--- config.mk ---
export PLATFORM = sky130hd
export DESIGN_NAME = ssn_chunk_link
export DESIGN_NICKNAME = d
export VERILOG_FILES = /design/src/rtl/ssn_link_pkg.sv /design/src/rtl/ssn_toggle_check.sv /design/src/rtl/ssn_tx_encoder.sv /design/src/rtl/ssn_rx_decoder.sv /design/src/rtl/ssn_chunk_link.sv
export SDC_FILE = /design/constraint.sdc
export NUM_CORES = 1
export LEC_CHECK = 0
export CELL_PAD_IN_SITES_DETAIL_PLACEMENT = 1
export CELL_PAD_IN_SITES_GLOBAL_PLACEMENT = 2
export CORE_ASPECT_RATIO = 1.5
export CORE_MARGIN = 2
export CORE_UTILIZATION = 32
export CTS_CLUSTER_DIAMETER = 60
export DETAILED_ROUTE_END_ITERATION = 7
export MAX_ROUTING_LAYER = met4
export PLACE_DENSITY_LB_ADDON = 0.1
export SYNTH_ARGS = -nofsm -noshare
export SYNTH_HDL_FRONTEND = slang
export SYNTH_SLANG_ARGS = --single-unit
--- constraint.sdc ---
create_clock -name clk -period 4.9 [get_ports clk]
set_input_delay 0.49 -clock clk [delete_from_list [all_inputs] [get_ports clk]]
set_output_delay 0.49 -clock clk [all_outputs]
set_load 0.01 [all_outputs]
--- src/rtl/ssn_link_pkg.sv ---
// Package: shared slot encoding for the two-slot chunk encoder.
// Assumes: one chunk occupies exactly two consecutive slots on the lanes.
package ssn_link_pkg;

    // Which slot the encoder is driving in the current cycle.
    typedef enum logic [1:0] {
        SLOT_IDLE   = 2'd0,
        SLOT_FIRST  = 2'd1,
        SLOT_SECOND = 2'd2
    } slot_e;

endpackage

--- src/rtl/ssn_toggle_check.sv ---
// Module: counts how many lanes would change between a candidate tuple and
// the remembered lane state, and flags the tuple when the count reaches the
// threshold.
// Assumes: THRESH is between 1 and LANES.
module ssn_toggle_check #(
    parameter int LANES  = 3,
    parameter int THRESH = 2
) (
    input  logic [LANES-1:0] cand,
    input  logic [LANES-1:0] prev,
    output logic             too_many
);

    localparam int CNT_W = $clog2(LANES + 1);
    localparam logic [CNT_W-1:0] TH_W = CNT_W'(THRESH);

    logic [LANES-1:0] diff;
    logic [CNT_W-1:0] n_toggle;

    // Per-lane change mask.
    assign diff = cand ^ prev;

    // Population count of the change mask.
    always_comb begin
        n_toggle = '0;
        for (int k = 0; k < LANES; k++) begin
            n_toggle = n_toggle + CNT_W'(diff[k]);
        end
    end

    // Flag when too many lanes would switch together.
    assign too_many = (n_toggle >= TH_W);

endmodule

--- src/rtl/ssn_tx_encoder.sv ---
// Module: accepts a chunk and drives it over two slots. In slot one it sends
// the low LANES bits, inverted if that reduces simultaneous toggles. In slot
// two it sends the top bit, a grounded shield, and the marker lane, which is
// released when the chunk was inverted. It also keeps the remembered state
// of each lane.
// Assumes: LANES >= 3; released lanes keep their last driven value for
// switching purposes.
module ssn_tx_encoder
    import ssn_link_pkg::*;
#(
    parameter int LANES  = 3,
    parameter int THRESH = 2
) (
    input  logic             clk,
    input  logic             rst_n,
    input  logic             in_valid,
    input  logic [LANES:0]   in_data,
    output logic             in_ready,
    output logic [LANES-1:0] lane_val,
    output logic [LANES-1:0] lane_oe
);

    localparam int MARK = LANES - 1;

    slot_e            slot_q;
    logic [LANES:0]   chunk_q;
    logic             inv_q;
    logic [LANES-1:0] prev_q;
    logic [LANES-1:0] first_tuple;
    logic             flip_now;
    logic             take;

    assign first_tuple = chunk_q[LANES-1:0];

    ssn_toggle_check #(
        .LANES (LANES),
        .THRESH(THRESH)
    ) u_check (
        .cand    (first_tuple),
        .prev    (prev_q),
        .too_many(flip_now)
    );

    // Ready in every slot except the first tuple of a chunk.
    assign in_ready = (slot_q != SLOT_FIRST);
    assign take     = in_valid && in_ready;

    // Lane drive for the current slot.
    always_comb begin
        lane_val = '0;
        lane_oe  = '0;
        case (slot_q)
            SLOT_FIRST: begin
                lane_oe  = '1;
                lane_val = flip_now ? ~first_tuple : first_tuple;
            end
            SLOT_SECOND: begin
                lane_oe       = '1;
                lane_val[0]   = chunk_q[LANES];
                lane_oe[MARK] = ~inv_q;
            end
            default: begin
                lane_val = '0;
                lane_oe  = '0;
            end
        endcase
    end

    // Slot sequencing, chunk capture and inversion memory.
    always_ff @(posedge clk) begin
        if (!rst_n) begin
            slot_q  <= SLOT_IDLE;
            chunk_q <= '0;
            inv_q   <= 1'b0;
        end else begin
            case (slot_q)
                SLOT_IDLE: begin
                    if (take) begin
                        chunk_q <= in_data;
                        slot_q  <= SLOT_FIRST;
                    end
                end
                SLOT_FIRST: begin
                    inv_q  <= flip_now;
                    slot_q <= SLOT_SECOND;
                end
                SLOT_SECOND: begin
                    if (take) begin
                        chunk_q <= in_data;
                        slot_q  <= SLOT_FIRST;
                    end else begin
                        slot_q <= SLOT_IDLE;
                    end
                end
                default: slot_q <= SLOT_IDLE;
            endcase
        end
    end

    // Remembered lane state follows driven lanes only.
    always_ff @(posedge clk) begin
        if (!rst_n) begin
            prev_q <= '0;
        end else begin
            for (int k = 0; k < LANES; k++) begin
                if (lane_oe[k]) begin
                    prev_q[k] <= lane_val[k];
                end
            end
        end
    end

    AST_SSN_FIRST: assert property (@(posedge clk) disable iff (!rst_n)
        (slot_q == SLOT_FIRST) |->
            (($countones(lane_val ^ prev_q) < THRESH) ||
             ($countones(~lane_val ^ prev_q) >= THRESH)));

    AST_MARK_RELEASE: assert property (@(posedge clk) disable iff (!rst_n)
        (slot_q == SLOT_SECOND) |->
            (lane_oe[MARK] == ($past(lane_val) == chunk_q[LANES-1:0])));

    AST_READY_GAP: assert property (@(posedge clk) disable iff (!rst_n)
        (in_valid && in_ready) |=> !in_ready);

    AST_HOLD_RELEASED: assert property (@(posedge clk) disable iff (!rst_n)
        !lane_oe[MARK] |=> (prev_q[MARK] == $past(prev_q[MARK])));

endmodule

--- src/rtl/ssn_rx_decoder.sv ---
// Module: rebuilds chunks from the lanes. The first all-enabled cycle after
// idle is taken as tuple one and the next cycle as tuple two. A released
// marker lane in tuple two means tuple one was inverted.
// Assumes: the encoder releases every lane when idle, so framing stays
// aligned after reset.
module ssn_rx_decoder #(
    parameter int LANES = 3
) (
    input  logic             clk,
    input  logic             rst_n,
    input  logic [LANES-1:0] lane_val,
    input  logic [LANES-1:0] lane_oe,
    output logic             out_valid,
    output logic [LANES:0]   out_data
);

    localparam int MARK = LANES - 1;

    logic             have_first_q;
    logic [LANES-1:0] first_q;

    // Two-step framing and chunk reconstruction.
    always_ff @(posedge clk) begin
        if (!rst_n) begin
            have_first_q <= 1'b0;
            first_q      <= '0;
            out_valid    <= 1'b0;
            out_data     <= '0;
        end else begin
            out_valid <= 1'b0;
            if (!have_first_q) begin
                if (&lane_oe) begin
                    first_q      <= lane_val;
                    have_first_q <= 1'b1;
                end
            end else begin
                have_first_q <= 1'b0;
                out_valid    <= 1'b1;
                out_data     <= {lane_val[0], lane_oe[MARK] ? first_q : ~first_q};
            end
        end
    end

    AST_OUT_SPACING: assert property (@(posedge clk) disable iff (!rst_n)
        out_valid |=> !out_valid);

endmodule

--- src/rtl/ssn_chunk_link.sv ---
// Module: top of the two-slot chunk link; connects the encoder to the lanes
// and the decoder to the same lanes.
// Assumes: the lanes are point to point, with no delay between encoder and
// decoder.
module ssn_chunk_link #(
    parameter int LANES      = 3,
    parameter int SSN_THRESH = 2
) (
    input  logic             clk,
    input  logic             rst_n,
    input  logic             in_valid,
    input  logic [LANES:0]   in_data,
    output logic             in_ready,
    output logic [LANES-1:0] lane_val,
    output logic [LANES-1:0] lane_oe,
    output logic             out_valid,
    output logic [LANES:0]   out_data
);

    ssn_tx_encoder #(
        .LANES (LANES),
        .THRESH(SSN_THRESH)
    ) u_tx (
        .clk     (clk),
        .rst_n   (rst_n),
        .in_valid(in_valid),
        .in_data (in_data),
        .in_ready(in_ready),
        .lane_val(lane_val),
        .lane_oe (lane_oe)
    );

    ssn_rx_decoder #(
        .LANES(LANES)
    ) u_rx (
        .clk      (clk),
        .rst_n    (rst_n),
        .lane_val (lane_val),
        .lane_oe  (lane_oe),
        .out_valid(out_valid),
        .out_data (out_data)
    );

endmodule

==> flow_summary.json <==
{
  "status": "finished clean",
  "min_path_type": "reg -> reg",
  "postCtsSetupBuffers": 0,
  "rrSetupSlack_ns": 3.05,
  "r2r_start": "u_tx.slot_q[1]",
  "cts_buffers": 3,
  "finalCritPeriodShare_pct": 58.78,
  "syn_area_um2": 950.9,
  "synthMuxAreaShare_pct": 2.105,
  "post-route-min-period_ns": 2.880,
  "wl_per_cell_um": 13.57,
  "yosysTopAreaCell": "dfxtp_1",
  "postLayoutCellArea_mm2": 0.001206,
  "drtIter0Drc": 6,
  "cts_tree": "done",
  "ys_seq_area_share_pct": 40.00,
  "io_pins": 19,
  "cts-root-buf": "clkbuf_8",
  "end_kind": "output pin",
  "finalSetupViolCount": 0,
  "p_int_w": 0.0002744,
  "relSlewSlack_pct": 72.37,
  "cts.sinks": 19,
  "ant_nets": 0,
  "dp_hpwl_um": 1758,
  "firstDrtPassIters": 4,
  "die_h_um": 70.77,
  "fin_setup_tns_ns": 0,
  "synth_area_leaders": "dfxtp_1, ha_1, a21oi_1",
  "cts_resized": 0,
  "clk_latency_ns": 0.25,
  "seq_power_share_pct": 44.2,
  "pwr-share-comb_pct": 28.8,
  "crit_type": "reg -> out",
  "yosys.cell_types.count": 39,
  "fin_skew_ns": 0.004575,
  "final_nets": 136,
  "grt_antenna_before_repair": 0,
  "final_hold_viol_count": 0,
  "remaining_drc_errors": 0,
  "p_sw_share_pct": 30.98,
  "synth_warnings": 0,
  "grt_usage_pct": 14.68,
  "synthAdderAreaFrac_pct": 6.579,
  "clk_pin_slew_ns": 0.07,
  "die_w_um": 48.51,
  "routabilityCongestion": 0.7032,
  "synth_cells": 105,
  "core.rowCount": 24,
  "diodes": 0,
  "total_power_w": 0.0003975,
  "leakagePower_nw": 0.4915,
  "grt_pass1_wl_um": 3822,
  "crit_path_end": "lane_val[0]",
  "synth_top_cell_area_share_pct": 40.00,
  "final_cell_mix": "dfxtp_1, clkdlybuf4s50_1, nand2_1",
  "synth-simple-area-share_pct": 17.76,
  "syn2layout_area_growth_pct": 26.84,
  "rr_endpoint": "u_rx.out_data[3]",
  "start_util_pct": 32.99,
  "layout_commonest_cell": "dfxtp_1",
  "p_sw_w": 0.0001232,
  "wl_um": 2198,
  "grt_max_degree": 13,
  "whs_ns": 0.4760,
  "rsz0062_at_grt": "no",
  "arrival_ns": 2.39,
  "synth_nets": 117,
  "ys_ff_latch": 19,
  "grt_pass1_vias": 832,
  "cts_hold_buf": 0,
  "nFillCells": 365,
  "ff2ff_path_depth": 6,
  "start_kind": "register",
  "p_per_area_mw_per_mm2": 329.6,
  "grt.overflow.total": 0,
  "viasPerCell": 4.907,
  "final_util_pct": 41.84,
  "num_vias": 795,
  "vdd_drop_max_uv": 172.6,
  "cts_max_level": 1,
  "drive_gt1_share_pct": 9.756,
  "dpl_cell_area_mm2": 0.001160,
  "crit_path_max_fanout": 12,
  "core_area_mm2": 0.002883,
  "clock_path_buffers": 2,
  "fmax_mhz": 347.2,
  "worst_pin_slew_ns": 0.4131,
  "maxCapViolCount": 0,
  "pwr-share-clk_pct": 27.0,
  "die-area_mm2": 0.003433,
  "cp-startpoint": "u_tx.slot_q[1]",
  "final_max_slew_viol_count": 0,
  "multi_input_area_um2": 520.5,
  "numPortBuffers": 18,
  "synth_xor_area_share_pct": 7.237,
  "syn_avg_cell_area_um2": 9.056,
  "synth_compound_gate_area_share_pct": 21.05,
  "synth_top_family_by_area": "compound AO/OA/AOI/OAI gates",
  "seqCellArea_um2": 380.4,
  "cp_data_required_time_ns": 4.41
}
cell usage after synthesis (all sizes together):
cell,count
clkinv,1
or2b,1
nand3b,2
nand2,8
nor3,2
o21ai,10
mux2i,2
a21oi,8
a41o,1
and3,2
xnor2,4
inv,7
xor2,3
clkbuf,2
nor2,7
o311ai,1
o211ai,1
dfxtp,19
o211a,1
nor3b,1
and2,1
ha,5
nor2b,1
buf,2
a211oi,1
a31o,1
a221oi,1
or3b,1
a31oi,2
nand2b,2
o41ai,1
nand3,4
through the flow:
| step | instances | setup slack [ns] |
|---|---|---|
| finish | 162 | 2.020 |
| global route | 162 | 1.756 |
| CTS | 162 | 1.979 |
| detailed placement | 158 | 2.261 |
| global placement | 158 | 2.262 |
| floorplan | 105 | 2.991 |
how the worst min path moves through the flow:
| stage | startpoint | endpoint | depth (start not counted) |
|---|---|---|---|
| floorplan | u_rx.first_q[1] | u_rx.first_q[1] | 2 |
| global placement | u_rx.out_data[0] | u_rx.out_data[0] | 2 |
| detailed placement | u_tx.chunk_q[3] | u_tx.chunk_q[3] | 2 |
| CTS | u_tx.chunk_q[3] | u_tx.chunk_q[3] | 2 |
| global route | u_tx.chunk_q[3] | u_tx.chunk_q[3] | 2 |
| finish | u_tx.chunk_q[3] | u_tx.chunk_q[3] | 2 |
routing by layer:
layer	GRT usage [%]	vias to the layer above	part of all wire, %
li1	-	399	-
met1	14.15	384	39
met2	28.55	10	58
met3	2.532	2	2.1
met4	5.714	0	1.2
met5	-	-	0
power groups by stage:
stage	clock network (W)	registers [W]	logic, W
4_1_cts	0.000112	0.000176	0.000117
3_3_place_gp	0	0.000178	0.000115
2_1_floorplan	0	0.000178	0.0000791
3_5_place_dp	0	0.000179	0.000116
5_1_grt	0.000121	0.000177	0.000127
6_report	0.000107	0.000176	0.000114
sequential cells by signal, summed over array words and instances (netlist names):
signal and count:
u_tx.chunk_q 4, u_tx.inv_q 1, u_rx.out_data 4, u_tx.prev_q 3, u_rx.first_q 3, u_tx.slot_q 2, u_rx.have_first_q 1, u_rx.out_valid 1
worst max-delay path, cell delays in order (launching register included):
cell and delay (ns):
dfxtp_1 0.33, inv_1 0.10, ha_1 0.41, inv_1 0.22
nor3b_1 0.27, a211oi_2 0.14, nor2_1 0.12, clkdlybuf4s50_1 0.54
kinds of logic after synthesis:
kind of cell / count (synthesis)
XOR/XNOR: 7
AO/OA/AOI/OAI: 28
flip-flops: 19
adder cells (fa/ha/maj): 5
AND/OR/NAND/NOR: 32
multiplexers: 2
buffers and inverters: 12
final cells by class:
class	count	share of cell area (%)
timing repair buffer	18	14.94
tap	39	4.046
sequential	19	31.54
inverter	8	2.490
multi-input combinational	74	43.15
clock inverter	1	0.4149
clock buffer	3	3.423
Note: power is estimated with default switching activity, not from simulation.
